==> config.mk <==
export PLATFORM = sky130hd
export DESIGN_NAME = bcd_dual_strobe_counter
export DESIGN_NICKNAME = d
export VERILOG_FILES = /design/src/rtl/bcd_counter_pkg.sv /design/src/rtl/strobe_sync.sv /design/src/rtl/strobe_edge_qual.sv /design/src/rtl/digit_core.sv /design/src/rtl/terminal_gate.sv /design/src/rtl/bcd_dual_strobe_counter.sv
export SDC_FILE = /design/constraint.sdc
export NUM_CORES = 1
export LEC_CHECK = 0
export BUFFER_PORTS_ARGS = -buffer_cell sky130_fd_sc_hd__buf_4
export CAP_MARGIN = 30
export CORE_UTILIZATION = 35
export CTS_CLUSTER_DIAMETER = 50
export DETAILED_ROUTE_END_ITERATION = 10
export GPL_TIMING_DRIVEN = 0
export HOLD_SLACK_MARGIN = 0.12
export SKIP_CTS_REPAIR_TIMING = 1
export SYNTH_ARGS = -nofsm -noshare
export SYNTH_HDL_FRONTEND = slang
export SYNTH_SLANG_ARGS = --single-unit
==> constraint.sdc <==
create_clock -name clk -period 2.2 [get_ports clk]
set_input_delay 0.44 -clock clk [delete_from_list [all_inputs] [get_ports clk]]
set_output_delay 0.44 -clock clk [all_outputs]
set_load 0.005 [all_outputs]
==> src/rtl/bcd_counter_pkg.sv <==
// Shared widths and helper functions for the dual-strobe decimal counter.
package bcd_counter_pkg;
    localparam int DIGIT_W = 4;
    localparam int MODULUS = 10;
    typedef logic [DIGIT_W-1:0] digit_t;

    // Next value for an up step. Any value at or above the top wraps to 0.
    function automatic digit_t step_up(input digit_t v, input int unsigned modulus);
        if (int'(v) >= int'(modulus) - 1) return '0;
        return v + digit_t'(1);
    endfunction

    // Next value for a down step. 0 and any value out of range give the top.
    function automatic digit_t step_down(input digit_t v, input int unsigned modulus);
        if (v == '0 || int'(v) >= int'(modulus)) return digit_t'(modulus - 1);
        return v - digit_t'(1);
    endfunction
endpackage

==> src/rtl/strobe_sync.sv <==
// Brings NUM asynchronous strobes into the clk domain, each through STAGES
// flops. Assumes the strobes idle high, so the reset value is 1.
module strobe_sync #(
    parameter int NUM    = 2,
    parameter int STAGES = 2
) (
    input  logic           clk,
    input  logic           rst_n,
    input  logic [NUM-1:0] raw,
    output logic [NUM-1:0] synced
);
    localparam int LAST = STAGES - 1;

    for (genvar g = 0; g < NUM; g++) begin : g_chan
        logic [STAGES-1:0] chain;
        // Shift the raw level down the flop chain.
        always_ff @(posedge clk) begin
            if (!rst_n) chain <= '1;
            else        chain <= {chain[STAGES-2:0], raw[g]};
        end
        assign synced[g] = chain[LAST];
    end
endmodule

==> src/rtl/strobe_edge_qual.sv <==
// Finds rising edges of the synchronized strobes and accepts one only while
// the opposite strobe is high. Edges keep being tracked during reset and load,
// so a strobe that was held low through them counts when it next rises.
module strobe_edge_qual (
    input  logic clk,
    input  logic rst_n,
    input  logic up_s,
    input  logic dn_s,
    output logic up_evt,
    output logic dn_evt
);
    logic up_prev, dn_prev;

    // Keep the previous synchronized levels.
    always_ff @(posedge clk) begin
        if (!rst_n) begin
            up_prev <= 1'b1;
            dn_prev <= 1'b1;
        end else begin
            up_prev <= up_s;
            dn_prev <= dn_s;
        end
    end

    // Accept a rising edge only while the other strobe is high.
    always_comb begin
        up_evt = up_s & ~up_prev & dn_s;
        dn_evt = dn_s & ~dn_prev & up_s;
    end

    p_evt_needs_other_high_r4: assert property (@(posedge clk) disable iff (!rst_n)
        (up_evt || dn_evt) |-> (up_s && dn_s));
endmodule

==> src/rtl/digit_core.sv <==
// Holds the digit register. Priority, highest first: master reset, load,
// then a step. An up event and a down event on the same clock cancel.
module digit_core
    import bcd_counter_pkg::*;
#(
    parameter int unsigned MOD = MODULUS
) (
    input  logic   clk,
    input  logic   rst_n,
    input  logic   mr,
    input  logic   load_n,
    input  digit_t load_value,
    input  logic   up_evt,
    input  logic   dn_evt,
    output digit_t digit
);
    localparam digit_t TOP = digit_t'(MOD - 1);
    digit_t nxt;

    // Choose the next value by priority.
    always_comb begin
        nxt = digit;
        if (mr)                   nxt = '0;
        else if (!load_n)         nxt = load_value;
        else if (up_evt && !dn_evt) nxt = step_up(digit, MOD);
        else if (dn_evt && !up_evt) nxt = step_down(digit, MOD);
    end

    // Update the digit register.
    always_ff @(posedge clk) begin
        if (!rst_n) digit <= '0;
        else        digit <= nxt;
    end

    p_mr_clears_r6: assert property (@(posedge clk) disable iff (!rst_n)
        mr |=> digit == '0);
    p_load_r7: assert property (@(posedge clk) disable iff (!rst_n)
        (!mr && !load_n) |=> digit == $past(load_value));
    p_up_wrap_r2: assert property (@(posedge clk) disable iff (!rst_n)
        (!mr && load_n && up_evt && !dn_evt && digit == TOP) |=> digit == '0);
    p_down_wrap_r3: assert property (@(posedge clk) disable iff (!rst_n)
        (!mr && load_n && dn_evt && !up_evt && digit == '0) |=> digit == TOP);
    p_hold_r4: assert property (@(posedge clk) disable iff (!rst_n)
        (!mr && load_n && !up_evt && !dn_evt) |=> $stable(digit));
    p_both_cancel_r12: assert property (@(posedge clk) disable iff (!rst_n)
        (!mr && load_n && up_evt && dn_evt) |=> $stable(digit));
    p_stay_in_range_r1: assert property (@(posedge clk) disable iff (!rst_n)
        (load_n && digit <= TOP) |=> digit <= TOP);
    p_out_of_range_up_r11: assert property (@(posedge clk) disable iff (!rst_n)
        (!mr && load_n && up_evt && !dn_evt && digit > TOP) |=> digit == '0);
endmodule

==> src/rtl/terminal_gate.sv <==
// Makes the active-low carry and borrow outputs. Each one is the synchronized
// strobe gated by the digit's end state. It is purely combinational, so it can
// feed the next digit's strobe inputs.
module terminal_gate
    import bcd_counter_pkg::*;
#(
    parameter int unsigned MOD = MODULUS
) (
    input  digit_t digit,
    input  logic   up_s,
    input  logic   dn_s,
    output logic   carry_n,
    output logic   borrow_n
);
    localparam digit_t TOP = digit_t'(MOD - 1);

    // Pass each strobe's low phase through only in its end state.
    always_comb begin
        carry_n  = ~((digit == TOP) & ~up_s);
        borrow_n = ~((digit == '0)  & ~dn_s);
    end
endmodule

==> src/rtl/bcd_dual_strobe_counter.sv <==
// Top level: one decimal digit stepped by separate up and down strobes.
// Assumes the unused strobe idles high and that strobe pulses, high and low,
// last longer than the synchronizer depth plus one clock.
module bcd_dual_strobe_counter
    import bcd_counter_pkg::*;
#(
    parameter int SYNC_STAGES = 2
) (
    input  logic               clk,
    input  logic               rst_n,
    input  logic               up_strobe,
    input  logic               down_strobe,
    input  logic               master_reset,
    input  logic               load_n,
    input  logic [DIGIT_W-1:0] load_value,
    output logic [DIGIT_W-1:0] count,
    output logic               carry_n,
    output logic               borrow_n
);
    logic [1:0] synced;
    logic       up_evt, dn_evt;
    digit_t     digit;

    strobe_sync #(.NUM(2), .STAGES(SYNC_STAGES)) u_sync (
        .clk(clk), .rst_n(rst_n), .raw({down_strobe, up_strobe}), .synced(synced));

    strobe_edge_qual u_edge (
        .clk(clk), .rst_n(rst_n), .up_s(synced[0]), .dn_s(synced[1]),
        .up_evt(up_evt), .dn_evt(dn_evt));

    digit_core #(.MOD(MODULUS)) u_core (
        .clk(clk), .rst_n(rst_n), .mr(master_reset), .load_n(load_n),
        .load_value(load_value), .up_evt(up_evt), .dn_evt(dn_evt), .digit(digit));

    terminal_gate #(.MOD(MODULUS)) u_term (
        .digit(digit), .up_s(synced[0]), .dn_s(synced[1]),
        .carry_n(carry_n), .borrow_n(borrow_n));

    assign count = digit;

    p_carry_state_r8: assert property (@(posedge clk) disable iff (!rst_n)
        !carry_n |-> (count == digit_t'(MODULUS - 1)));
    p_borrow_state_r9: assert property (@(posedge clk) disable iff (!rst_n)
        !borrow_n |-> (count == '0));
    p_terminal_quiet_r11: assert property (@(posedge clk) disable iff (!rst_n)
        (count >= digit_t'(MODULUS)) |-> (carry_n && borrow_n));
endmodule

---- Word level (Yosys, flattened, before mapping) ----
Index checks and enable logic that the tools add are counted.
operators by class
  add/sub/neg operators ................... 2
  $lt $le $gt $ge ......................... 2
  equal/unequal tests ..................... 2
  multiplexer cells ....................... 16
  bitwise gates (word level) .............. 13
  reductions and logical operators ........ 7
operator list
  cell                 number
  $mux 4               7
  $mux 1               9
  $ge 4x4->1 const B   2
  $not 1->1            7
  $and 1x1->1          6
  $add 4x1->4 const B  1
  $eq 4x4->1 const B   1
  $logic_not 4->1      1
  $sub 4x1->4 const B  1
  $ne 3x1->1 const B   1
  $logic_and 1x1->1    2
  $logic_not 1->1      2
  $reduce_or 2->1      1
  $logic_or 1x1->1     1
storage, ports and cells
  register bits after elaboration ......... 10
  output and inout bits ................... 6
  logic and storage cells ................. 47

---- Depth between registers and ports, before layout ----
Gate-level depths: netlist of the first run.
  depth in word-level cells ............... 13
  mapped depth ............................ 6
  gate-level depth less buffers ........... 6

---- Modules after synthesis ----
From an unflattened synthesis of the first run, not the netlist that was laid out.
second synthesis, totals
  cells, all modules ...................... 75
  area, all modules ....................... 669.4 µm²
by module, submodules not included
  module            times used  cells each  area an instance (µm²)  seq. area each (µm²)
  digit_core        1           55          457.9                   80.1
  strobe_sync       1           10          120.1                   80.1
  strobe_edge_qual  1           6           70.1                    40.0
  terminal_gate     1           4           21.3                    0.0

---- Worst setup path after synthesis of the first run ----
Ideal clock, no wire load.
  kind .................................... register to register
  start ................................... register u_core.digit[1]
  end ..................................... register u_core.digit[2]
  setup time .............................. 74 ps
  data arrival time ....................... 1,584 ps
  required time ........................... 2,126 ps
  setup slack ............................. 542 ps
  stages on the path, launching flop included .. 7
  buffers on the path ..................... 0
  clock period less this slack ............ 1,658 ps
  path through ............................ dfxtp_1 inv_1 ha_1 or3b_4 a221oi_2 o31ai_1 a31oi_1
between the ends
  word-level cells in the longest chain between the ends .. 11
RTL lines
  element                                               RTL line               text
  start, declared                                       digit_core.sv:15       output digit_t digit
  start signal, assigned                                digit_core.sv:32       else digit <= nxt;
  $ge 4x4->1 / $logic_not 4->1 (equally long branches)  bcd_counter_pkg.sv:15  if (v == '0 || int'(v) >= int'(modulus)) return digit_t'(modulus - 1);
  $logic_or 1x1->1                                      bcd_counter_pkg.sv:15
  $mux 1                                                bcd_counter_pkg.sv:15
  $mux 1                                                digit_core.sv:26       else if (dn_evt && !up_evt) nxt = step_down(digit, MOD);
  $mux 1                                                digit_core.sv:25       else if (up_evt && !dn_evt) nxt = step_up(digit, MOD);
  $mux 1                                                digit_core.sv:24       else if (!load_n) nxt = load_value;
  $mux 1                                                digit_core.sv:23       if (mr) nxt = '0;
  $mux 4                                                bcd_counter_pkg.sv:16  return v - digit_t'(1);
  $mux 4                                                digit_core.sv:26
  $mux 4 (*)                                            digit_core.sv:25
  $mux 4 (*)                                            digit_core.sv:24
Mark *: on every way between the ends. The rest lies on a longest branch, timed or not. The select of a mux whose other input is x is not followed.
A chain may end at the register's enable or synchronous reset.

---- Worst setup path in the final report of the first run ----
  start ................................... register u_core.digit[1]
  end ..................................... output port borrow_n
between the ends
  word-level cells in the longest chain between the ends .. 3
RTL lines
  element          RTL line                       text
  $logic_not 4->1  terminal_gate.sv:20            borrow_n = ~((digit == '0) & ~dn_s);
  $and 1x1->1      terminal_gate.sv:20
  $not 1->1        terminal_gate.sv:20
  end, declared    bcd_dual_strobe_counter.sv:18  output logic borrow_n
Every way passes these cells.

==> results of run 1 <==
## state kept, by name, indices dropped and copies added, names as in the netlist
signal,count
u_sync.g_chan.chain,4
u_edge.dn_prev,1
u_edge.up_prev,1
u_core.digit,4
## worst max path at each step
stage	from	to	slack (ns)	cells after the start
after floorplan	u_core.digit[1]	u_core.digit[2]	0.54	6
after global placement	u_core.digit[0]	borrow_n	0.42	5
after detailed placement	u_core.digit[1]	u_core.digit[2]	0.36	6
after CTS	u_core.digit[0]	borrow_n	0.15	5
after global routing	u_core.digit[0]	borrow_n	0.02	5
final	u_core.digit[1]	borrow_n	0.16	5
## per-stage QoR
step / cells / worst slack [ns] / power (mW)
after floorplan: 71 / 0.542 / 0.248
after global placement: 109 / 0.420 / 0.277
after detailed placement: 109 / 0.364 / 0.278
after CTS: 112 / 0.150 / 0.396
after global routing: 112 / 0.0198 / 0.413
final: 112 / 0.164 / 0.387
## report_power, final
group          internal [mW]  switching [mW]
clock                 0.0625          0.0505
combinational         0.0410          0.0372
sequential             0.189         0.00730
total                  0.293          0.0950
## layer usage
metal / vias up / GRT usage, % / part of all wire [%]
li1: 301 / - / -
met1: 274 / 20.9 / 47
met2: 27 / 22.4 / 45
met3: 0 / 6.94 / 8.0
met4: 0 / 2.42 / 0
met5: - / 0 / 0
## cells by family after synthesis
| kind of cell | Yosys count | synth area share (%) |
|---|---|---|
| DFF | 10 | 32.0 |
| and+or+nand+nor | 28 | 28.8 |
| xor gates and xnor gates | 1 | 1.40 |
| adders and majority gates | 4 | 8.00 |
| AOI/OAI and AO/OA | 20 | 23.8 |
| buffers and inverters | 8 | 6.00 |
## placed cells by master, fill, tap and decap left out, drive strengths merged, types with 3 or more instances in the layout
| cell | count |
|---|---|
| buf | 16 |
| dfxtp | 10 |
| nand2b | 8 |
| inv | 5 |
| nand2 | 4 |
| o21ai | 4 |
| ha | 4 |
| clkbuf | 4 |
| o211ai | 3 |
| a31oi | 3 |
| nor4 | 3 |
## layout make-up
type / count / area (um2) / area share (%)
inverters: 5 / 18.8 / 2.40
well taps: 24 / 30.0 / 3.83
repair buffers: 14 / 105 / 13.4
multi-input cells: 53 / 388 / 49.5
flip-flops and latches: 10 / 200 / 25.6
plain buffers: 3 / 18.8 / 2.40
clock buffers: 3 / 22.5 / 2.88
==> summary.md, run 1 <==
| Metric | Value |
|---|---|
| Number of nets produced by synthesis | 85 |
| Number of sinks on the clock net | 10 |
| Number of storage elements in the synthesis netlist | 10 |
| Required time worst endpoint | 1.76 ns |
| Worst ir drop on vdd | 0.431 mV |
| Summed area of non-filler cells in the final layout | 783 um2 |
| Clock network latency to the later pin of the worst-skew pair | 0.25 ns |
| Number of buffers and inverters on the critical path | 2 |
| Top cell type by total area after synthesis | sky130_fd_sc_hd__dfxtp_1 |
| Height of the die | 44.3 um |
| Post-route worst hold slack | 0.368 ns |
| DR vias | 602 |
| Vias in the first global route | 548 |
| Final standard cell utilization of the core | 49.1% |
| Largest delay contributor family on the critical path | simple AND/OR/NAND/NOR gates |
| Syn_area_per_cell | 8.81 um2 |
| Post-route ant nets | 0 |
| Endpoint of the most critical register-to-register path | u_core.digit[2] |
| Detailed-route DRC error count | 0 |
| Total negative setup slack | 0 ns |
| Slew at the pin closest to its max-slew limit | 0.422 ns |
| Length in cells of the worst reg-to-reg path | 6 |
| Slack of the worst reg-to-reg path | 0.33 ns |
| Final hold vios | 0 |
| Gp weighted congestion | 0.813 |
| Top-area cell type share of the netlist area | 32.0% |
| Total length of routed wires | 1.31 mm |
| Clock-pin slew of the registers on the worst-case setup and hold paths | 0.06 ns |
| Post-layout nets | 104 |
| Leakage | 0.326 nW |
| Most numerous cell types in the synthesized netlist | sky130_fd_sc_hd__dfxtp_1 (10), sky130_fd_sc_hd__nand2b_1 (8), sky130_fd_sc_hd__inv_1 (5) |
| Share of final-layout standard cells stronger than drive strength 1 | 25.0% |
| Reported max-cap violation count | 0 |
| Area of the core | 1590 um2 |
| Worst R2R Start | u_core.digit[1] |
| CTS root buffer | sky130_fd_sc_hd__clkbuf_4 |
| Overall Global Routing Usage | 15.2% |
| Die width | 44.3 um |
| Number of enable flip-flop cells after synthesis | 0 |
| Crit path DAT | 1.60 ns |
| Final critical path time including I/O delays and setup | 2.04 ns |
| Leading register cell type out of synthesis | sky130_fd_sc_hd__dfxtp_1 |
| Fraction of the cycle the final worst path needs | 92.5% |
| Critical path class | register to output port |
| Worst slew margin | 71.9% |
| Setup-violating endpoint count in the final report | 0 |
| Final HPWL DP | 1.02 mm |
| Max Fclk | 0.491 GHz |
| Number of different library cells in the post-synthesis netlist | 34 |
| Cell area after synthesis | 626 um2 |
| WL per Instance | 11.7 um |
| Starting density of the core | 39.2% |
| Delay of the slowest cell on the worst path | 0.40 ns |
| Status | complete, no violations |
| Detailed-router iteration count before antenna repair | 4 |
| Number of I/O port buffers | 14 |
| Launching element type of the critical path | register |
| Global route overflow | 0 |
| Antenna violations before repair | 0 |
| Number of buffers added by the clock tree synthesis step | 3 |
| Startpoint of the lowest-slack hold path | up_strobe |
| Total power divided by cell area | 495 nW/um2 |
| Area Overhead vs Synth | 25.2% |
| Io pins | 16 |
| Via count normalized by instance count | 5.38 |
| Maximum fanout along the worst path | 9 |
| CTS tree | yes |
| Most common cell in the synthesized netlist | sky130_fd_sc_hd__dfxtp_1 |
| Dominant cells by area after synthesis | sky130_fd_sc_hd__dfxtp_1 (32%), sky130_fd_sc_hd__ha_1 (8.0%), sky130_fd_sc_hd__nand2b_1 (8.0%), sky130_fd_sc_hd__o211ai_1 (3.6%), sky130_fd_sc_hd__o21ai_0 (3.2%) |
| H-tree lvl count | 1 |
| Hold-critical path depth | 2 |
| Register area share after synthesis | 32.0% |
| Async set-or-reset flop fraction in the synthesized netlist | 0% |
| Diodes inserted | 0 |
| Final number of max-transition violations | 0 |
| Instance count of the mapped netlist | 71 |
| Row cnt | 14 |
| Terminating pin of the worst hold path | u_sync.g_chan[0].chain[0] |
| Filler cell count in the final layout | 158 |
| Largest net degree at the start of global routing | 11 |
| Sequence of cells on the critical path | inv_1 > ha_1 > nor3b_1 > nand2b_1 > buf_4 |
| Dpl cell area | 761 um2 |
| Worst path slowest cell | sky130_fd_sc_hd__dfxtp_1 |
| Kind of end point of the critical path | output port |
| Synthesis Warnings | 0 |
| RSZ-0062 raised after global routing | no |
| Largest buffer count on any clock path | 2 |
| Worst setup skew after layout | 0.000502 ns |
| Die area | 1960 um2 |
| Type of the tightest min-delay check | input pin to register |
| Wire length of the first global-routing pass | 2.21 mm |
| First DRT Iteration DRCs | 18 |
No activity file was read; power rests on OpenSTA's default activity.
==> inputs of run 2 (changes only) <==
--- a/config.mk
+++ b/config.mk
@@ -5,6 +5,7 @@
 export SDC_FILE = /design/constraint.sdc
 export NUM_CORES = 1
 export LEC_CHECK = 0
+export ABC_AREA = 1
 export BUFFER_PORTS_ARGS = -buffer_cell sky130_fd_sc_hd__buf_4
 export CAP_MARGIN = 30
 export CORE_UTILIZATION = 35
@@ -16,3 +17,4 @@
 export SYNTH_ARGS = -nofsm -noshare
 export SYNTH_HDL_FRONTEND = slang
 export SYNTH_SLANG_ARGS = --single-unit
+export TNS_END_PERCENT = 50
==> summary.md, run 2 <==
| Metric | Value |
|---|---|
| Endpoint of the most critical register-to-register path | u_core.digit[2] |
| Total negative setup slack | 0 ns |
| Maximum fanout along the worst path | 5 |
| Most numerous cell types in the synthesized netlist | sky130_fd_sc_hd__nand2_1 (27), sky130_fd_sc_hd__inv_1 (13), sky130_fd_sc_hd__dfxtp_1 (10) |
| Number of sinks on the clock net | 10 |
| Die width | 44.3 um |
| Height of the die | 44.3 um |
| Share of final-layout standard cells stronger than drive strength 1 | 27.2% |
| Share of the synthesized netlist area taken by xor and xnor gates | 2.79% |
| Length in cells of the worst reg-to-reg path | 8 |
| Final hold vios | 0 |
| Final critical path time including I/O delays and setup | 1.71 ns |
| Gp weighted congestion | 0.821 |
| Register area share after synthesis | 31.9% |
| Antenna violations before repair | 0 |
| Slack of the worst reg-to-reg path | 0.77 ns |
| Number of different library cells in the post-synthesis netlist | 17 |
| Number of I/O port buffers | 15 |
| Complex-gate fraction of the synthesized area | 9.58% |
| Startpoint of the lowest-slack hold path | rst_n |
| Worst ir drop on vdd | 0.307 mV |
| Filler cell count in the final layout | 172 |
| Wire length of the first global-routing pass | 2.21 mm |
| Detailed-router iteration count before antenna repair | 4 |
| Worst setup skew after layout | 0.00189 ns |
| Combinational family with the most area after synthesis | simple AND/OR/NAND/NOR gates |
| Synthesis Warnings | 0 |
| Worst slew margin | 83.2% |
| WL per Instance | 8.51 um |
| Cell area after synthesis | 627 um2 |
| Overall Global Routing Usage | 15.3% |
| Sequence of cells on the critical path | inv_1 > ha_1 > nand4_1 > buf_4 |
| Area of the core | 1590 um2 |
| Total power divided by cell area | 549 nW/um2 |
| Io pins | 16 |
| H-tree lvl count | 1 |
| Terminating pin of the worst hold path | u_edge.up_prev |
| Status | complete, no violations |
| Leading register cell type out of synthesis | sky130_fd_sc_hd__dfxtp_1 |
| Area Overhead vs Synth | 28.5% |
| Slew at the pin closest to its max-slew limit | 0.252 ns |
| DR vias | 606 |
| CTS root buffer | sky130_fd_sc_hd__clkbuf_4 |
| Total length of routed wires | 1.18 mm |
| Hold-critical path depth | 2 |
| Post-layout nets | 129 |
| Clock-pin slew of the registers on the worst-case setup and hold paths | 0.07 ns |
| Vias in the first global route | 582 |
| Launching element type of the critical path | register |
| Fraction of the cycle the final worst path needs | 77.8% |
| Type of the tightest min-delay check | input pin to register |
| Final number of max-transition violations | 0 |
| CTS tree | yes |
| Largest net degree at the start of global routing | 9 |
| Row cnt | 14 |
| Top-area cell type share of the netlist area | 31.9% |
| Clock network latency to the later pin of the worst-skew pair | 0.27 ns |
| Dominant cells by area after synthesis | sky130_fd_sc_hd__dfxtp_1 (32%), sky130_fd_sc_hd__nand2_1 (16%), sky130_fd_sc_hd__ha_1 (8.0%), sky130_fd_sc_hd__inv_1 (7.8%), sky130_fd_sc_hd__nand3_1 (5.6%) |
| Delay of the slowest cell on the worst path | 0.35 ns |
| Max Fclk | 0.584 GHz |
| Number of storage elements in the synthesis netlist | 10 |
| First DRT Iteration DRCs | 14 |
| Diodes inserted | 0 |
| Worst R2R Start | u_core.digit[0] |
| Largest buffer count on any clock path | 2 |
| Reported max-cap violation count | 0 |
| Summed area of non-filler cells in the final layout | 806 um2 |
| Synthesized-area fraction occupied by adder cells | 7.98% |
| Area fraction in and, or, nand and nor cells after synthesis | 37.5% |
| Commonest cells after routing, fill and taps aside | sky130_fd_sc_hd__nand2_1 (27), sky130_fd_sc_hd__buf_4 (15), sky130_fd_sc_hd__inv_1 (13) |
| Top cell type by total area after synthesis | sky130_fd_sc_hd__dfxtp_1 |
| Worst path slowest cell | sky130_fd_sc_hd__dfxtp_1 |
| Number of buffers added by the clock tree synthesis step | 3 |
| Starting density of the core | 39.3% |
| Launching element of the worst setup path | u_core.digit[0] |
| Largest registers in the final layout | u_core.digit (4), u_sync.g_chan.chain (4) |
| Most common cell in the synthesized netlist | sky130_fd_sc_hd__nand2_1 |
| Global route overflow | 0 |
| Die area | 1960 um2 |
| Dpl cell area | 769 um2 |
| Leakage | 0.419 nW |
| Required time worst endpoint | 1.76 ns |
| Number of nets produced by synthesis | 109 |
| Via count normalized by instance count | 4.39 |
| Async set-or-reset flop fraction in the synthesized netlist | 0% |
| Detailed-route DRC error count | 0 |
| Setup-violating endpoint count in the final report | 0 |
| Most frequent standard cell in the layout excluding fill and tap cells | sky130_fd_sc_hd__nand2_1 |
| Multiplexer fraction of the synthesized cell area | 0% |
| RSZ-0062 raised after global routing | no |
| Critical path class | register to output port |
| Instance count of the mapped netlist | 95 |
| Final HPWL DP | 957 um |
| Kind of end point of the critical path | output port |
| Number of enable flip-flop cells after synthesis | 0 |
| Syn_area_per_cell | 6.60 um2 |
| Post-route ant nets | 0 |
| Crit path DAT | 1.27 ns |
==> run 2: logic make-up (layout without fill, tap and decap cells) <==
group           after synthesis  count (layout)
simple gates                 51              51
flops                        10              10
buf+inv                      17              36
compound gates               11              11
xor+xnor                      2               2
fa+ha+maj                     4               4
==> run 2: worst max-delay path by stage <==
stage / slack [ns] / end / cells after the start
6_report: 0.49 / borrow_n / 4
5_1_grt: 0.40 / borrow_n / 4
3_5_place_dp: 0.76 / borrow_n / 4
3_3_place_gp: 0.78 / u_core.digit[2] / 8
2_1_floorplan: 0.90 / u_core.digit[2] / 8
4_1_cts: 0.45 / borrow_n / 4
==> run 2: metal layers <==
| layer | part of all wire (%) | global-route usage [%] | up-vias | wire length (um) |
|---|---|---|---|---|
| li1 | - | - | 335 | - |
| met4 | 2.5 | 10.9 | 0 | 29 |
| met5 | 0 | 0 | - | 0 |
| met1 | 51 | 19.5 | 252 | 605 |
| met2 | 42 | 23.5 | 16 | 488 |
| met3 | 4.4 | 2.45 | 3 | 52 |
==> run 2: layout make-up <==
type                       count  area [um2]  area share [%]
inverter                      17        63.8            7.92
timing repair buffer          15         113            14.0
sequential                    10         200            24.8
clock buffer                   4        36.3            4.50
multi-input combinational     68         363            45.0
tap                           24        30.0            3.73
==> run 2: worst max-delay path: cells and delay by family, from the launching register on <==
family	cells	cell delay, ns
DFF	1	0.35
and+or+nand+nor	1	0.12
buffers and inverters	2	0.29
adders and majority gates	1	0.25
==> run 2: power breakdown <==
| group | total [mW] | switching, mW | internal (mW) |
|---|---|---|---|
| Combinational | 0.0806 | 0.0416 | 0.0390 |
| Clock | 0.165 | 0.0646 | 0.101 |
| Sequential | 0.197 | 0.00800 | 0.189 |
==> run 2: metrics by stage <==
| step | utilization, % | instances | hold WS, ns | setup slack, ns | power [mW] |
|---|---|---|---|---|---|
| after floorplan | - | 95 | 0.393 | 0.904 | 0.252 |
| after global placement | 48.3 | 134 | 0.396 | 0.777 | 0.282 |
| after detailed placement | 48.3 | 134 | 0.401 | 0.760 | 0.282 |
| after CTS | 50.5 | 138 | 0.343 | 0.453 | 0.451 |
| after global routing | 50.5 | 138 | 0.341 | 0.398 | 0.476 |
| final | 50.5 | 138 | 0.355 | 0.488 | 0.443 |
